File: src/rtl/fbs_pkg.sv
package fbs_pkg;

   typedef enum logic [1:0] {
      ST_IDLE  = 2'd0,
      ST_ISSUE = 2'd1,
      ST_WAIT  = 2'd2,
      ST_RESP  = 2'd3
   } fbs_state_e;

endpackage

File: src/rtl/fbs_addr_map.sv
module fbs_addr_map #(
   parameter int ADDR_W       = 8,
   parameter int COPIES       = 2,
   parameter int LO_END       = 4,
   parameter int LO_COPY_BASE = 200,
   parameter int HI_BASE      = 176,
   parameter int HI_END       = 207,
   parameter int HI_COPY_BASE = 208
) (
   input  logic [ADDR_W-1:0] index,
   output logic              guarded,
   output logic [ADDR_W-1:0] copy_base
);
   localparam int NREG = 2;

   logic [NREG-1:0]   hit;
   logic [ADDR_W-1:0] cand [NREG];

   for (genvar g = 0; g < NREG; g++) begin : g_region
      localparam int RB = (g == 0) ? 0 : HI_BASE;
      localparam int RE = (g == 0) ? LO_END : HI_END;
      localparam int RC = (g == 0) ? LO_COPY_BASE : HI_COPY_BASE;
      if (RE <= RB) begin : g_bad
         $error("fbs_addr_map: empty guarded region");
      end
      assign hit[g]  = (int'(index) >= RB) && (int'(index) < RE);
      assign cand[g] = ADDR_W'(RC + COPIES * (int'(index) - RB));
   end

   always_comb begin
      copy_base = '0;
      for (int k = 0; k < NREG; k++) begin
         if (hit[k]) copy_base = cand[k];
      end
   end

   assign guarded = |hit;

   always_comb begin
      a_r2_regions_disjoint : assert ($onehot0(hit));
   end

endmodule

File: src/rtl/fbs_step_ctrl.sv
module fbs_step_ctrl
   import fbs_pkg::*;
#(
   parameter int ADDR_W    = 8,
   parameter int DATA_W    = 32,
   parameter int COPIES    = 2,
   parameter int MAX_INDEX = 199
) (
   input  logic              clk,
   input  logic              rst_n,
   input  logic              req_valid,
   output logic              req_ready,
   input  logic [ADDR_W-1:0] req_index,
   input  logic [DATA_W-1:0] req_data,
   output logic [ADDR_W-1:0] cur_index,
   input  logic              guarded,
   input  logic [ADDR_W-1:0] copy_base,
   output logic              raw_start,
   output logic [ADDR_W-1:0] raw_addr,
   output logic [DATA_W-1:0] raw_data,
   output logic              raw_ecc_bypass,
   input  logic              raw_done,
   input  logic              raw_error,
   output logic              rsp_valid,
   output logic              rsp_error
);
   localparam int STEP_W = $clog2(COPIES + 1);

   fbs_state_e        state;
   logic [STEP_W-1:0] step;
   logic [STEP_W-1:0] last_step;
   logic [DATA_W-1:0] data_q;
   logic              err_q;
   logic              too_big;

   assign too_big   = int'(req_index) > MAX_INDEX;
   assign last_step = guarded ? STEP_W'(COPIES) : '0;

   always_ff @(posedge clk or negedge rst_n) begin
      if (!rst_n) begin
         state     <= ST_IDLE;
         step      <= '0;
         cur_index <= '0;
         data_q    <= '0;
         err_q     <= 1'b0;
      end else begin
         unique case (state)
            ST_IDLE: if (req_valid) begin
               cur_index <= req_index;
               data_q    <= req_data;
               step      <= '0;
               err_q     <= too_big;
               state     <= too_big ? ST_RESP : ST_ISSUE;
            end
            ST_ISSUE: state <= ST_WAIT;
            ST_WAIT: if (raw_done) begin
               if (raw_error) begin
                  err_q <= 1'b1;
                  state <= ST_RESP;
               end else if (step == last_step) begin
                  state <= ST_RESP;
               end else begin
                  step  <= step + 1'b1;
                  state <= ST_ISSUE;
               end
            end
            ST_RESP: state <= ST_IDLE;
            default: state <= ST_IDLE;
         endcase
      end
   end

   assign req_ready      = (state == ST_IDLE);
   assign raw_start      = (state == ST_ISSUE);
   assign rsp_valid      = (state == ST_RESP);
   assign rsp_error      = err_q;
   assign raw_data       = data_q;
   assign raw_ecc_bypass = guarded;
   assign raw_addr       = (step == last_step) ? cur_index
                                               : copy_base + ADDR_W'(step);

   a_r8_busy_after_accept : assert property (@(posedge clk) disable iff (!rst_n)
      (req_valid && req_ready) |=> !req_ready);

   a_r6_reject_at_once : assert property (@(posedge clk) disable iff (!rst_n)
      (req_valid && req_ready && too_big) |=> (rsp_valid && rsp_error && !raw_start));

   a_r7_abort_on_error : assert property (@(posedge clk) disable iff (!rst_n)
      (state == ST_WAIT && raw_done && raw_error) |=> (rsp_valid && rsp_error));

   a_r9_pulse_one_cycle : assert property (@(posedge clk) disable iff (!rst_n)
      rsp_valid |=> !rsp_valid);

   a_r10_hold_while_busy : assert property (@(posedge clk) disable iff (!rst_n)
      (state == ST_WAIT && !raw_done) |=>
         ($stable(raw_addr) && $stable(raw_data) && $stable(raw_ecc_bypass)));

   a_r5_strobe_single : assert property (@(posedge clk) disable iff (!rst_n)
      raw_start |=> !raw_start);

endmodule

File: src/rtl/fuse_burn_seq.sv
module fuse_burn_seq #(
   parameter int ADDR_W       = 8,
   parameter int DATA_W       = 32,
   parameter int COPIES       = 2,
   parameter int MAX_INDEX    = 199,
   parameter int LO_END       = 4,
   parameter int LO_COPY_BASE = 200,
   parameter int HI_BASE      = 176,
   parameter int HI_END       = 207,
   parameter int HI_COPY_BASE = 208
) (
   input  logic              clk,
   input  logic              rst_n,
   input  logic              req_valid,
   output logic              req_ready,
   input  logic [ADDR_W-1:0] req_index,
   input  logic [DATA_W-1:0] req_data,
   output logic              raw_start,
   output logic [ADDR_W-1:0] raw_addr,
   output logic [DATA_W-1:0] raw_data,
   output logic              raw_ecc_bypass,
   input  logic              raw_done,
   input  logic              raw_error,
   output logic              rsp_valid,
   output logic              rsp_error
);
   localparam int SPACE   = 1 << ADDR_W;
   localparam int TOP_HI  = (MAX_INDEX < HI_END - 1) ? MAX_INDEX : HI_END - 1;
   localparam int LAST_HI = HI_COPY_BASE + COPIES * (TOP_HI - HI_BASE) + COPIES - 1;
   localparam int LAST_LO = LO_COPY_BASE + COPIES * LO_END - 1;

   if (COPIES < 1) begin : g_chk_copies
      $error("fuse_burn_seq: COPIES must be at least 1");
   end
   if (MAX_INDEX >= SPACE) begin : g_chk_max
      $error("fuse_burn_seq: MAX_INDEX does not fit ADDR_W");
   end
   if (LAST_HI >= SPACE || LAST_LO >= SPACE) begin : g_chk_copy
      $error("fuse_burn_seq: redundancy copies exceed address space");
   end

   logic [ADDR_W-1:0] cur_index;
   logic              guarded;
   logic [ADDR_W-1:0] copy_base;

   fbs_addr_map #(
      .ADDR_W(ADDR_W), .COPIES(COPIES), .LO_END(LO_END),
      .LO_COPY_BASE(LO_COPY_BASE), .HI_BASE(HI_BASE), .HI_END(HI_END),
      .HI_COPY_BASE(HI_COPY_BASE)
   ) u_map (
      .index(cur_index), .guarded(guarded), .copy_base(copy_base)
   );

   fbs_step_ctrl #(
      .ADDR_W(ADDR_W), .DATA_W(DATA_W), .COPIES(COPIES), .MAX_INDEX(MAX_INDEX)
   ) u_ctrl (
      .clk(clk), .rst_n(rst_n),
      .req_valid(req_valid), .req_ready(req_ready),
      .req_index(req_index), .req_data(req_data),
      .cur_index(cur_index), .guarded(guarded), .copy_base(copy_base),
      .raw_start(raw_start), .raw_addr(raw_addr), .raw_data(raw_data),
      .raw_ecc_bypass(raw_ecc_bypass),
      .raw_done(raw_done), .raw_error(raw_error),
      .rsp_valid(rsp_valid), .rsp_error(rsp_error)
   );

   a_r2_ecc_only_main : assert property (@(posedge clk) disable iff (!rst_n)
      (raw_start && !raw_ecc_bypass) |-> (int'(raw_addr) <= MAX_INDEX));

   a_r5_copies_above_range : assert property (@(posedge clk) disable iff (!rst_n)
      (raw_start && raw_ecc_bypass && raw_addr != cur_index) |->
         (int'(raw_addr) > MAX_INDEX));

endmodule

File: config.mk
export PLATFORM = sky130hd
export DESIGN_NAME = fuse_burn_seq
export DESIGN_NICKNAME = d
export VERILOG_FILES = /design/src/rtl/fbs_pkg.sv /design/src/rtl/fbs_addr_map.sv /design/src/rtl/fbs_step_ctrl.sv /design/src/rtl/fuse_burn_seq.sv
export SDC_FILE = /design/constraint.sdc
export NUM_CORES = 1
export LEC_CHECK = 0
export ABC_AREA = 0
export CELL_PAD_IN_SITES_DETAIL_PLACEMENT = 2
export CELL_PAD_IN_SITES_GLOBAL_PLACEMENT = 2
export CORE_AREA = 3 3 93 95
export DETAILED_ROUTE_END_ITERATION = 12
export DIE_AREA = 0 0 96 98
export PLACE_DENSITY_LB_ADDON = 0.3
export SYNTH_ARGS = -nofsm -noshare
export SYNTH_HDL_FRONTEND = slang
export SYNTH_SLANG_ARGS = --single-unit
File: constraint.sdc
create_clock -name clk -period 9.5 [get_ports clk]
set_input_delay 2.85 -clock clk [delete_from_list [all_inputs] [get_ports clk]]
set_output_delay 2.85 -clock clk [all_outputs]
set_load 0.01 [all_outputs]
# Word level (Yosys, flattened, before mapping)
# Index checks and enable logic that the tools add are counted.
dict set report word_totals {
  elab_cells 50
  in_bits 45
  reg_bits 45
  output_inout_bits 45
}
dict set report classes {
  magnitude_cmp 4
  add_sub_neg 5
  mux 19
  n_reduce_logical 8
  eq_ne 9
}
# op count
set op_table {}
lappend op_table {{$mux 8} 3}
lappend op_table {{$mux 2} 10}
lappend op_table {{$ne 2x2->1 const B} 5}
lappend op_table {{$add 7x8->8 const A} 1}
lappend op_table {{$add 8x2->8} 1}
lappend op_table {{$add 8x8->8 const A} 1}
lappend op_table {{$ge 8x8->1 const B} 1}
lappend op_table {{$gt 8x8->1 const B} 1}
lappend op_table {{$lt 8x3->1 const B} 1}
lappend op_table {{$lt 8x8->1 const B} 1}
lappend op_table {{$pmux 2 s4} 1}
lappend op_table {{$sub 7x6->7 const B} 1}
lappend op_table {{$reduce_and 5->1} 1}
lappend op_table {{$eq 2x2->1 const B} 2}
lappend op_table {{$pmux 2 s2} 1}
lappend op_table {{$reduce_and 2->1} 2}
lappend op_table {{$reduce_and 4->1} 1}
lappend op_table {{$mux 1} 3}
lappend op_table {{$add 2x1->2 const B} 1}
lappend op_table {{$eq 2x1->1 const B} 1}
lappend op_table {{$eq 2x2->1} 1}
lappend op_table {{$logic_not 2->1} 1}
lappend op_table {{$pmux 1 s2} 1}
lappend op_table {{$reduce_bool 2->1} 1}
lappend op_table {{2 further kinds} 2}

# Depth between registers and ports, before layout
# Gate-level depths: netlist of run 1.
dict set report depth {
  word_depth 9
  ltp_mapped 11
  ltp_nobuf 11
}

# By module
# From an unflattened synthesis of run 1, not the netlist that was laid out.
dict set report unflattened {
  cells_unflattened 196
  area_unflattened_um2 2356.0
}
# mod area_each_um2 cells_each instances seq_area_each_um2
set by_module_without_submodules {}
lappend by_module_without_submodules {fbs_step_ctrl 2049.5 156 1 1126.1}
lappend by_module_without_submodules {fbs_addr_map 306.5 40 1 0.0}

# Least setup slack after synthesis of run 1
# OpenSTA, ideal clock, no wires.
dict set report synth_timing {
  kind {register to output}
  startpoint {reg u_ctrl.cur_index[4]}
  endpoint {out raw_addr[7]}
  path_buffers 0
  stages_incl_launch_ff 11
  path_slack_ps 4061
  t_required_ps 6650
  t_arrival_ps 2589
  cell_sequence {dfrtp_1 ha_1 and3b_1 a41o_2 or2_2 and2_1 ha_1 ha_1 and4bb_2 xor2_1 a21oi_1}
}
dict set report synth_via {
  elab_chain_len 6
  elab_cells_between_ends 14
  classes_between {4 x add/sub; 3 x order compare; 1 x eq/ne; 4 x mux; 2 x reduce/logical}
}
# item line_no
set synth_rtl {}
lappend synth_rtl {{start: declaration} fbs_step_ctrl.sv:15} ;# output logic [ADDR_W-1:0] cur_index,
lappend synth_rtl {{start signal: assignment} fbs_step_ctrl.sv:49} ;# cur_index <= req_index;
lappend synth_rtl {{$ge 8x8->1 / $lt 8x8->1 (equally long branches)} fbs_addr_map.sv:26} ;# assign hit[g] = (int'(index) >= RB) && (int'(index) < RE);
lappend synth_rtl {{$logic_and 1x1->1} fbs_addr_map.sv:26}
lappend synth_rtl {{$reduce_or 2->1 (*)} fbs_addr_map.sv:37} ;# assign guarded = |hit;
lappend synth_rtl {{named net raw_ecc_bypass} fuse_burn_seq.sv:21} ;# output logic raw_ecc_bypass,
lappend synth_rtl {{$mux 2 (*)} fbs_step_ctrl.sv:37} ;# assign last_step = guarded ? STEP_W'(COPIES) : '0;
lappend synth_rtl {{$eq 2x2->1 (*)} fbs_step_ctrl.sv:79} ;# assign raw_addr = (step == last_step) ? cur_index
lappend synth_rtl {{$mux 8 (*)} fbs_step_ctrl.sv:79}
lappend synth_rtl {{end: declaration} fuse_burn_seq.sv:19} ;# output logic [ADDR_W-1:0] raw_addr,
# Mark *: on every way through the listed nets, which the timed path passes. The rest lies on a longest branch.

# Worst setup path in the final report of run 1
dict set report layout_timing {
  startpoint {reg u_ctrl.cur_index[4]}
  endpoint {out raw_addr[6]}
}
dict set report layout_via {
  elab_chain_len 6
  elab_cells_between_ends 14
  classes_between {4 x add/sub; 3 x order compare; 1 x eq/ne; 4 x mux; 2 x reduce/logical}
}
# item line_no
set layout_rtl {}
lappend layout_rtl {{parallel branches: the longest is 5 deep, another holds $add 7x8->8} --}
lappend layout_rtl {{$mux 8 (*)} fbs_step_ctrl.sv:79}
# Mark *: on every way between the ends.

==> results of run 1 <==
-- per-stage QoR --
| step | power (W) | setup WS, ns | hold WS, ns | cell area [um2] |
|---|---|---|---|---|
| global route | 0.00127 | 2.77 | 0.537 | 3350 |
| detailed placement | 0.00106 | 3.37 | 0.498 | 3260 |
| global placement | 0.00104 | 3.47 | 0.489 | 3260 |
| floorplan | 0.000709 | 4.06 | 0.493 | 2260 |
| finish | 0.00117 | 3.09 | 0.513 | 3350 |
| CTS | 0.00119 | 3.04 | 0.521 | 3350 |
-- power breakdown --
group	internal (W)	total, W	switching [W]
clock	0.0000591	0.000126	0.0000673
combinational	0.000385	0.000678	0.000292
sequential	0.000286	0.000364	0.0000774
-- synth_stat cells (2+ instances only) --
| cell | number | area share |
|---|---|---|
| a21oi_1 | 8 | 0.018 |
| a22oi_1 | 4 | 0.013 |
| and2_1 | 3 | 0.0083 |
| clkbuf_1 | 5 | 0.0083 |
| dfrtp_1 | 45 | 0.50 |
| ha_1 | 11 | 0.061 |
| inv_1 | 7 | 0.012 |
| mux2_2 | 35 | 0.17 |
| mux2i_1 | 2 | 0.0088 |
| nand2_1 | 13 | 0.022 |
| nor2_1 | 11 | 0.018 |
| nor2b_1 | 2 | 0.0055 |
| nor4_1 | 2 | 0.0055 |
| o21ai_0 | 9 | 0.020 |
| o21ai_1 | 2 | 0.0044 |
| xnor2_1 | 5 | 0.019 |
| xor2_1 | 5 | 0.019 |
-- worst max-delay path by stage --
stage	from	to	slack (ns)
2_1_floorplan	u_ctrl.cur_index[4]	raw_addr[7]	4.06
3_3_place_gp	u_ctrl.cur_index[4]	raw_addr[6]	3.47
3_5_place_dp	u_ctrl.cur_index[4]	raw_addr[6]	3.37
4_1_cts	u_ctrl.cur_index[4]	raw_addr[6]	3.04
5_1_grt	u_ctrl.cur_index[4]	raw_addr[6]	2.77
6_report	u_ctrl.cur_index[4]	raw_addr[6]	3.09
-- kinds of logic after synthesis --
logic type,after synthesis,share of synthesized area
buffers and inverters,14,0.0271
flip-flops,45,0.498
AND/OR/NAND/NOR,40,0.0956
XOR/XNOR,10,0.0387
multiplexers,38,0.190
AO/OA/AOI/OAI,31,0.0907
adder cells (fa/ha/maj),11,0.0608
-- area by class of cell --
| cell class | count | share of cell area |
|---|---|---|
| Clock inverter | 2 | 0.00411 |
| Clock buffer | 6 | 0.0246 |
| Timing Repair Buffer | 90 | 0.267 |
| Tap cell | 102 | 0.0381 |
| Inverter | 7 | 0.00784 |
| Sequential cell | 45 | 0.336 |
| Multi-Input combinational cell | 130 | 0.323 |
-- layer usage --
layer / track usage / routed length (um) / share of wire / vias to the layer above
met3: 0.0794 / 704 / 0.11 / 8
met5: 0 / 0 / 0 / -
met2: 0.216 / 2900 / 0.44 / 63
met1: 0.189 / 2880 / 0.44 / 892
met4: 0.0361 / 70 / 0.011 / 0
li1: - / - / - / 842
-- sequential cells by signal, summed over array words and instances, names as in the netlist --
| name | cells |
|---|---|
| u_ctrl.state | 2 |
| u_ctrl.raw_data | 32 |
| u_ctrl.step | 2 |
| u_ctrl.cur_index | 8 |
| u_ctrl.rsp_error | 1 |
-- worst max-delay path: cells and delay by family, from the launching register on --
family,cells,cell delay [ns]
XOR/XNOR,1,0.11
buffers and inverters,2,0.68
AO/OA/AOI/OAI,1,0.16
AND/OR/NAND/NOR,6,1.46
flip-flops,1,0.47
adder cells (fa/ha/maj),2,0.40
==> flow_metrics.env, run 1 <==
export IMPL_fp_row_count=32
export IMPL_diodes=0
export IMPL_numCtsBuffers=5
export IMPL_crit_fanout=9
export IMPL_start_kind="register"
export IMPL_gp_congestion=0.736
export IMPL_hold_class="reg -> reg"
export IMPL_power_density_mw_per_mm2=348
export IMPL_synth_ff_type="dfrtp_1"
export IMPL_detail_route_antenna_nets=0
export IMPL_syn_area_mm2=0.00226
export IMPL_final_core_util=0.429
export IMPL_pin_count=90
export IMPL_grt_total_usage=0.147
export IMPL_cts_buffer_depth=2
export IMPL_syn_num_nets=245
export IMPL_final_cell_mix="clkdlybuf4s50_1, dfrtp_1, mux2_2"
export IMPL_core_mm2=0.00781
export IMPL_wire_per_inst_um=17.1
export IMPL_crit_chain="inv_1, ha_1, nor2b_1, nor4b_2, or2_2, and2_1, ha_1, nand2_1, nor4_1, xor2_1, a21oi_1, clkdlybuf4s50_1"
export IMPL_viasPerCell=4.73
export IMPL_fin_crit_sh=0.675
export IMPL_overflow=0
export IMPL_worst_ep_required_time_ns=6.65
export IMPL_dp_cells=374
export IMPL_fmax_mhz=156
export IMPL_slew_viol_final=0
export IMPL_grt_pass1_vias=2072
export IMPL_area_growth_synth_to_final_pct=48.1
export IMPL_floorplan_die_area_mm2=0.00941
export IMPL_die_w_um=96
export IMPL_cts_tree="built"
export IMPL_clock_skew_ns=0.0115
export IMPL_r2r_end="u_ctrl.state[1]"
export IMPL_clock_sinks=45
export IMPL_drt_iter0_drc=39
export IMPL_synth_edf_count=0
export IMPL_antenna_found_initial=0
export IMPL_synth_cell_type_count=37
export IMPL_fp_dieH_um=98
export IMPL_cp_slowest_cell="nor4b_2"
export IMPL_drt_first_pass_iters=3
export IMPL_tns_ns=0
export IMPL_path_class="reg -> out"
export IMPL_status="complete, no violations"
export IMPL_final_common_cell="clkdlybuf4s50_1"
export IMPL_cp_arrival_ns=3.56
export IMPL_grt_max_degree=47
export IMPL_clock_latency_ns=0.30
export IMPL_p_leak_nw=1.38
export IMPL_hold_viol=0
export IMPL_path_common_cell="ha_1"
export IMPL_drv_cap=0
export IMPL_drive_gt1_frac=0.193
export IMPL_fin_crit_ns=6.41
export IMPL_wl_um=6550
export IMPL_nets=335
export IMPL_max_slew_margin=0.310
export IMPL_postSynthAreaPerCell_um2=12.0
export IMPL_ys_warn_count=0
export IMPL_hp_start="u_ctrl.raw_data[15]"
export IMPL_postCtsHoldBufs=0
export IMPL_end_kind="output pin"
export IMPL_netlist_instances=189
export IMPL_hpwlAfterDp_um=5080
export IMPL_filler_cell_count=803
export IMPL_grt_pass1_wl_um=10800
export IMPL_postSynth_asyncResetShare=1.00
export IMPL_ys_seq_area_frac=0.498
export IMPL_max_stage_delay_ns=0.55
export IMPL_worst_pin_slew_ns=1.03
export IMPL_vdd_ir_drop_max_mv=0.121
export IMPL_ctsResizeCount=0
export IMPL_whs_path_depth=1
export IMPL_clk_pin_slew_worst_paths_ns=0.08
export IMPL_rsz0062_at_grt="no"
export IMPL_cts_htree_levels=2
export IMPL_cts_setup_buffers=0
export IMPL_setup_viol=0
export IMPL_clockRootBuffer="clkbuf_8"
export IMPL_stdcell_count=382
export IMPL_ff2ff_setup_slack_ns=7.10
export IMPL_hold_path_end="u_ctrl.raw_data[15]"
export IMPL_r2r_start="u_ctrl.cur_index[4]"
export IMPL_ff_latch_area_mm2=0.00113
export IMPL_r2r_cells=8
export IMPL_multi_input_area_mm2=0.00108
export IMPL_initial_core_util=0.290
export IMPL_drc=0
export IMPL_io_buffers=89
export IMPL_ys_seq_elements=45
export IMPL_vias=1805
Power figures use the tool's default switching activity.
==> run 2, diff against run 1 <==
Settings changed: CORE_AREA 3 3 93 95 to 3 3 102 104, DIE_AREA 0 0 96 98 to 0 0 105 107.
Clock period 9.5 ns to 5.7 ns, I/O delays scaled along.
==> flow_metrics.env, run 2 (synthesized netlist as in run 1, its figures left out) <==
export IMPL_final_common_cell="clkdlybuf4s50_1"
export IMPL_grt_max_degree=46
export IMPL_detail_route_antenna_nets=0
export IMPL_drt_iter0_drc=18
export IMPL_grt_pass1_wl_um=11000
export IMPL_fp_row_count=36
export IMPL_wl_um=6500
export IMPL_met1Wirelength_um=2580
export IMPL_largest_reg_flops=32
export IMPL_cp_buffers_inverters=2
export IMPL_power_switching_w=0.000723
export IMPL_fin_crit_ns=5.22
export IMPL_ctsResizeCount=0
export IMPL_vias=1805
export IMPL_cts_tree="built"
export IMPL_netSwitchingFraction=0.364
export IMPL_area_growth_synth_to_final_pct=51.2
export IMPL_floorplan_die_area_mm2=0.0112
export IMPL_slew_viol_final=0
export IMPL_clock_sinks=45
export IMPL_crit_fanout=9
export IMPL_crit_chain="inv_1, ha_1, nand4_1, a41o_2, or2_2, and2_1, ha_1, ha_1, and4bb_2, xor2_1, a21oi_1, clkdlybuf4s50_1"
export IMPL_vdd_ir_drop_max_mv=0.202
export IMPL_overflow=0
export IMPL_core_mm2=0.00964
export IMPL_final_cell_mix="clkdlybuf4s50_1, dfrtp_1, mux2_2"
export IMPL_wl_met2_um=3230
export IMPL_antenna_found_initial=0
export IMPL_drt_first_pass_iters=4
export IMPL_comb_power_share=0.566
export IMPL_p_clk_frac=0.129
export IMPL_nets=336
export IMPL_hpwlAfterDp_um=5020
export IMPL_path_common_cell="ha_1"
export IMPL_clockRootBuffer="clkbuf_8"
export IMPL_wire_per_inst_um=15.7
export IMPL_end_kind="output pin"
export IMPL_filler_cell_count=1058
export IMPL_stdcell_count=414
export IMPL_dp_cells=406
export IMPL_diodes=0
export IMPL_routed_wl_met3_um=673
export IMPL_io_buffers=89
export IMPL_critPathTopFamily="simple AND/OR/NAND/NOR gates"
export IMPL_seq_power_share=0.305
export IMPL_cts_setup_buffers=0
export IMPL_tns_ns=0
export IMPL_top_layer="met4"
export IMPL_fp_dieH_um=107
export IMPL_initial_core_util=0.235
export IMPL_status="complete, no violations"
export IMPL_rsz0062_at_grt="no"
export IMPL_clock_latency_ns=0.29
export IMPL_gp_congestion=0.776
export IMPL_grt_total_usage=0.121
export IMPL_max_slew_margin=0.299
export IMPL_cts_htree_levels=2
export IMPL_cts_buffer_depth=2
export IMPL_drive_gt1_frac=0.196
export IMPL_numCtsBuffers=5
export IMPL_clk_pin_slew_worst_paths_ns=0.09
export IMPL_cp_slowest_cell="clkdlybuf4s50_1"
export IMPL_power_density_mw_per_mm2=581
export IMPL_fmax_mhz=192
export IMPL_hold_viol=0
export IMPL_setup_viol=0
export IMPL_worst_pin_slew_ns=1.05
export IMPL_hold_class="reg -> reg"
export IMPL_fin_crit_sh=0.915
export IMPL_path_class="reg -> out"
export IMPL_max_stage_delay_ns=0.55
export IMPL_die_w_um=105
export IMPL_cp_arrival_ns=3.51
export IMPL_pin_count=90
export IMPL_postCtsHoldBufs=0
export IMPL_p_leak_nw=1.39
export IMPL_drv_cap=0
export IMPL_viasPerCell=4.36
export IMPL_worst_ep_required_time_ns=3.99
export IMPL_start_kind="register"
export IMPL_grt_pass1_vias=2128
export IMPL_drc=0
export IMPL_clock_skew_ns=0.00806
export IMPL_intPower_w=0.00127
[run 2: cell types whose count changed in the layout (fill, tap and decap cells not counted), sizes merged]
cell | previous run | this run
buf | 2 | 3
bufinv | 0 | 1
clkinvlp | 0 | 1
clkinv | 2 | 0
[run 2: path summary, 6_finish.rpt]
kind | from | endpoint | slack (ns) | cells past startpoint
worst min-delay path | u_ctrl.raw_data[1] | u_ctrl.raw_data[1] | 0.51 | 1
worst min register to register | u_ctrl.raw_data[1] | u_ctrl.raw_data[1] | 0.51 | 1
min in group asynchronous | rst_n | u_ctrl.raw_data[22] | 1.60 | 1
worst max register to register | u_ctrl.cur_index[5] | u_ctrl.state[1] | 3.39 | 8
max in group asynchronous | rst_n | u_ctrl.cur_index[3] | 3.46 | 1
worst max-delay path | u_ctrl.cur_index[5] | raw_addr[7] | 0.48 | 12
[run 2: per-layer routing]
layer,GRT usage,vias to the layer above
met4,0.0197,0
met3,0.0560,2
met5,0,-
met1,0.135,901
met2,0.214,64
li1,-,838
[run 2: area by class of cell]
type                       instances  area, um2  area share
clock buffer                       6       82.6      0.0241
multi-input combinational        130       1080       0.316
clock inverter                     2       37.5      0.0110
tap                              133        166      0.0486
inverter                           7       26.3     0.00768
timing repair buffer              91        901       0.263
sequential                        45       1130       0.329
[run 2: metrics by stage]
step	worst slack, ns	utilization	hold slack, ns	instance area, um2	total power (W)
2_1_floorplan	1.40	-	0.493	2260	0.00118
3_3_place_gp	0.870	0.343	0.489	3300	0.00173
3_5_place_dp	0.777	0.343	0.498	3300	0.00176
4_1_cts	0.444	0.355	0.520	3420	0.00204
5_1_grt	0.181	0.355	0.539	3420	0.00216
6_report	0.485	0.355	0.513	3420	0.00199
[run 2: power groups by stage]
stage / registers, W / clock network [W] / logic, W
finish: 0.000606 / 0.000257 / 0.00113
global route: 0.000640 / 0.000279 / 0.00124
CTS: 0.000613 / 0.000272 / 0.00115
detailed placement: 0.000617 / 0 / 0.00115
global placement: 0.000602 / 0 / 0.00113
floorplan: 0.000630 / 0 / 0.000552
==> run 3, diff against run 2 <==
Settings changed: CORE_AREA 3 3 102 104 to 8 8 107 109, DIE_AREA 0 0 105 107 to 0 0 115 117.
==> flow_metrics.env, run 3 (synthesized netlist as in run 1, its figures left out) <==
export IMPL_gp_congestion=0.741
export IMPL_path_common_cell="ha_1"
export IMPL_clock_sinks=45
export IMPL_drive_gt1_frac=0.196
export IMPL_cp_startpoint="u_ctrl.cur_index[4]"
export IMPL_crit_fanout=9
export IMPL_end_kind="output pin"
export IMPL_top_layer="met4"
export IMPL_routed_wl_met3_um=978
export IMPL_wire_per_inst_um=16.5
export IMPL_start_kind="register"
export IMPL_diodes=0
export IMPL_fin_area_mm2=0.00341
export IMPL_wl_um=6860
export IMPL_vias=1807
export IMPL_drv_cap=0
export IMPL_die_w_um=115
export IMPL_ctsResizeCount=0
export IMPL_max_stage_delay_ns=0.55
export IMPL_cts_htree_levels=2
export IMPL_grt_max_degree=46
export IMPL_final_cell_mix="clkdlybuf4s50_1, dfrtp_1, mux2_2"
export IMPL_grt_pass1_wl_um=11100
export IMPL_grt_pass1_vias=2174
export IMPL_postCtsHoldBufs=0
export IMPL_fin_crit_ns=5.23
export IMPL_area_growth_synth_to_final_pct=50.7
export IMPL_numCtsBuffers=5
export IMPL_crit_chain="inv_1, ha_1, nand4_1, a41o_2, or2_2, and2_1, ha_1, ha_1, and4bb_2, xor2_1, a21oi_1, clkdlybuf4s50_1"
export IMPL_setup_viol=0
export IMPL_viasPerCell=4.33
export IMPL_power_density_mw_per_mm2=575
export IMPL_hold_viol=0
export IMPL_hp_start="u_ctrl.raw_data[27]"
export IMPL_path_class="reg -> out"
export IMPL_nets=336
export IMPL_max_slew_margin=0.302
export IMPL_filler_cell_count=1080
export IMPL_floorplan_die_area_mm2=0.0135
export IMPL_fin_crit_sh=0.917
export IMPL_clockRootBuffer="clkbuf_8"
export IMPL_cts_tree="built"
export IMPL_pin_count=90
export IMPL_multi_input_area_mm2=0.00108
export IMPL_grt_total_usage=0.107
export IMPL_core_mm2=0.00991
export IMPL_drc=0
export IMPL_tns_ns=0
export IMPL_status="complete, no violations"
export IMPL_met1Wirelength_um=2600
export IMPL_cts_buffer_depth=2
export IMPL_wl_met2_um=3210
export IMPL_drt_iter0_drc=28
export IMPL_cp_slowest_cell="clkdlybuf4s50_1"
export IMPL_clk_pin_slew_worst_paths_ns=0.09
export IMPL_fmax_mhz=191
export IMPL_slew_viol_final=0
export IMPL_postPlaceCellArea_mm2=0.00332
export IMPL_drt_first_pass_iters=2
export IMPL_antenna_found_initial=0
export IMPL_fp_row_count=37
export IMPL_initial_core_util=0.228
export IMPL_p_leak_nw=1.38
export IMPL_r2r_start="u_ctrl.cur_index[4]"
export IMPL_ff_latch_area_mm2=0.00113
export IMPL_rsz0062_at_grt="no"
export IMPL_fp_dieH_um=117
export IMPL_vdd_ir_drop_max_mv=0.184
export IMPL_cp_arrival_ns=3.52
export IMPL_worst_ep_required_time_ns=3.99
export IMPL_clock_latency_ns=0.30
export IMPL_hpwlAfterDp_um=5440
export IMPL_hold_class="reg -> reg"
export IMPL_clock_skew_ns=0.00546
export IMPL_cts_setup_buffers=0
export IMPL_final_common_cell="clkdlybuf4s50_1"
export IMPL_io_buffers=89
export IMPL_worst_pin_slew_ns=1.05
export IMPL_largest_reg_flops=32
export IMPL_detail_route_antenna_nets=0
export IMPL_overflow=0
-- run 3: cell count changes in the layout (fill, tap and decap cells not counted), sizes merged --
cell / before / now
inv: 7 / 9
clkbuf: 6 / 5
bufinv: 1 / 0
-- run 3: stage by stage --
stage               power (W)  setup WS [ns]  std cells  hold WS (ns)   util
finish                0.00196          0.472        417         0.510  0.344
global route          0.00212          0.233        417         0.531  0.344
CTS                   0.00201          0.432        417         0.518  0.344
detailed placement    0.00178          0.779        409         0.495  0.335
global placement      0.00177          0.870        409         0.489  0.335
floorplan             0.00118           1.40        189         0.493      -
-- run 3: layout make-up --
type,instances,area share
clock buffer,5,0.0202
clock inverter,3,0.00733
inverter,7,0.00770
multi-input combinational,130,0.317
sequential,45,0.330
tap,136,0.0499
timing repair buffer,91,0.268
-- run 3: worst max-delay path: cells and delay by family (launching register included) --
| family | cells | cell delay, ns |
|---|---|---|
| and+or+nand+nor | 4 | 0.82 |
| adders and majority gates | 3 | 0.60 |
| DFF | 1 | 0.46 |
| xor gates and xnor gates | 1 | 0.14 |
| AOI/OAI and AO/OA | 2 | 0.50 |
| buffers and inverters | 2 | 0.70 |
-- run 3: path summary, 6_finish.rpt --
path | cells past startpoint | slack [ns] | end
max | 12 | 0.47 | raw_addr[7]
min | 1 | 0.51 | u_ctrl.raw_data[27]
max reg2reg | 8 | 3.41 | u_ctrl.state[1]
min reg2reg | 1 | 0.51 | u_ctrl.raw_data[27]
max in group asynchronous | 1 | 3.47 | u_ctrl.cur_index[4]
min in group asynchronous | 1 | 1.59 | u_ctrl.raw_data[23]
-- run 3: report_power, final --
group	total [W]	internal, W	switching (W)
Combinational	0.00114	0.000650	0.000495
Clock	0.000213	0.0000895	0.000123
Sequential	0.000604	0.000477	0.000127
-- run 3: per-layer routing --
metal / vias to the layer above / GRT usage
met5: - / 0
met4: 0 / 0.0298
met3: 6 / 0.0723
met1: 894 / 0.110
li1: 843 / -
met2: 64 / 0.175
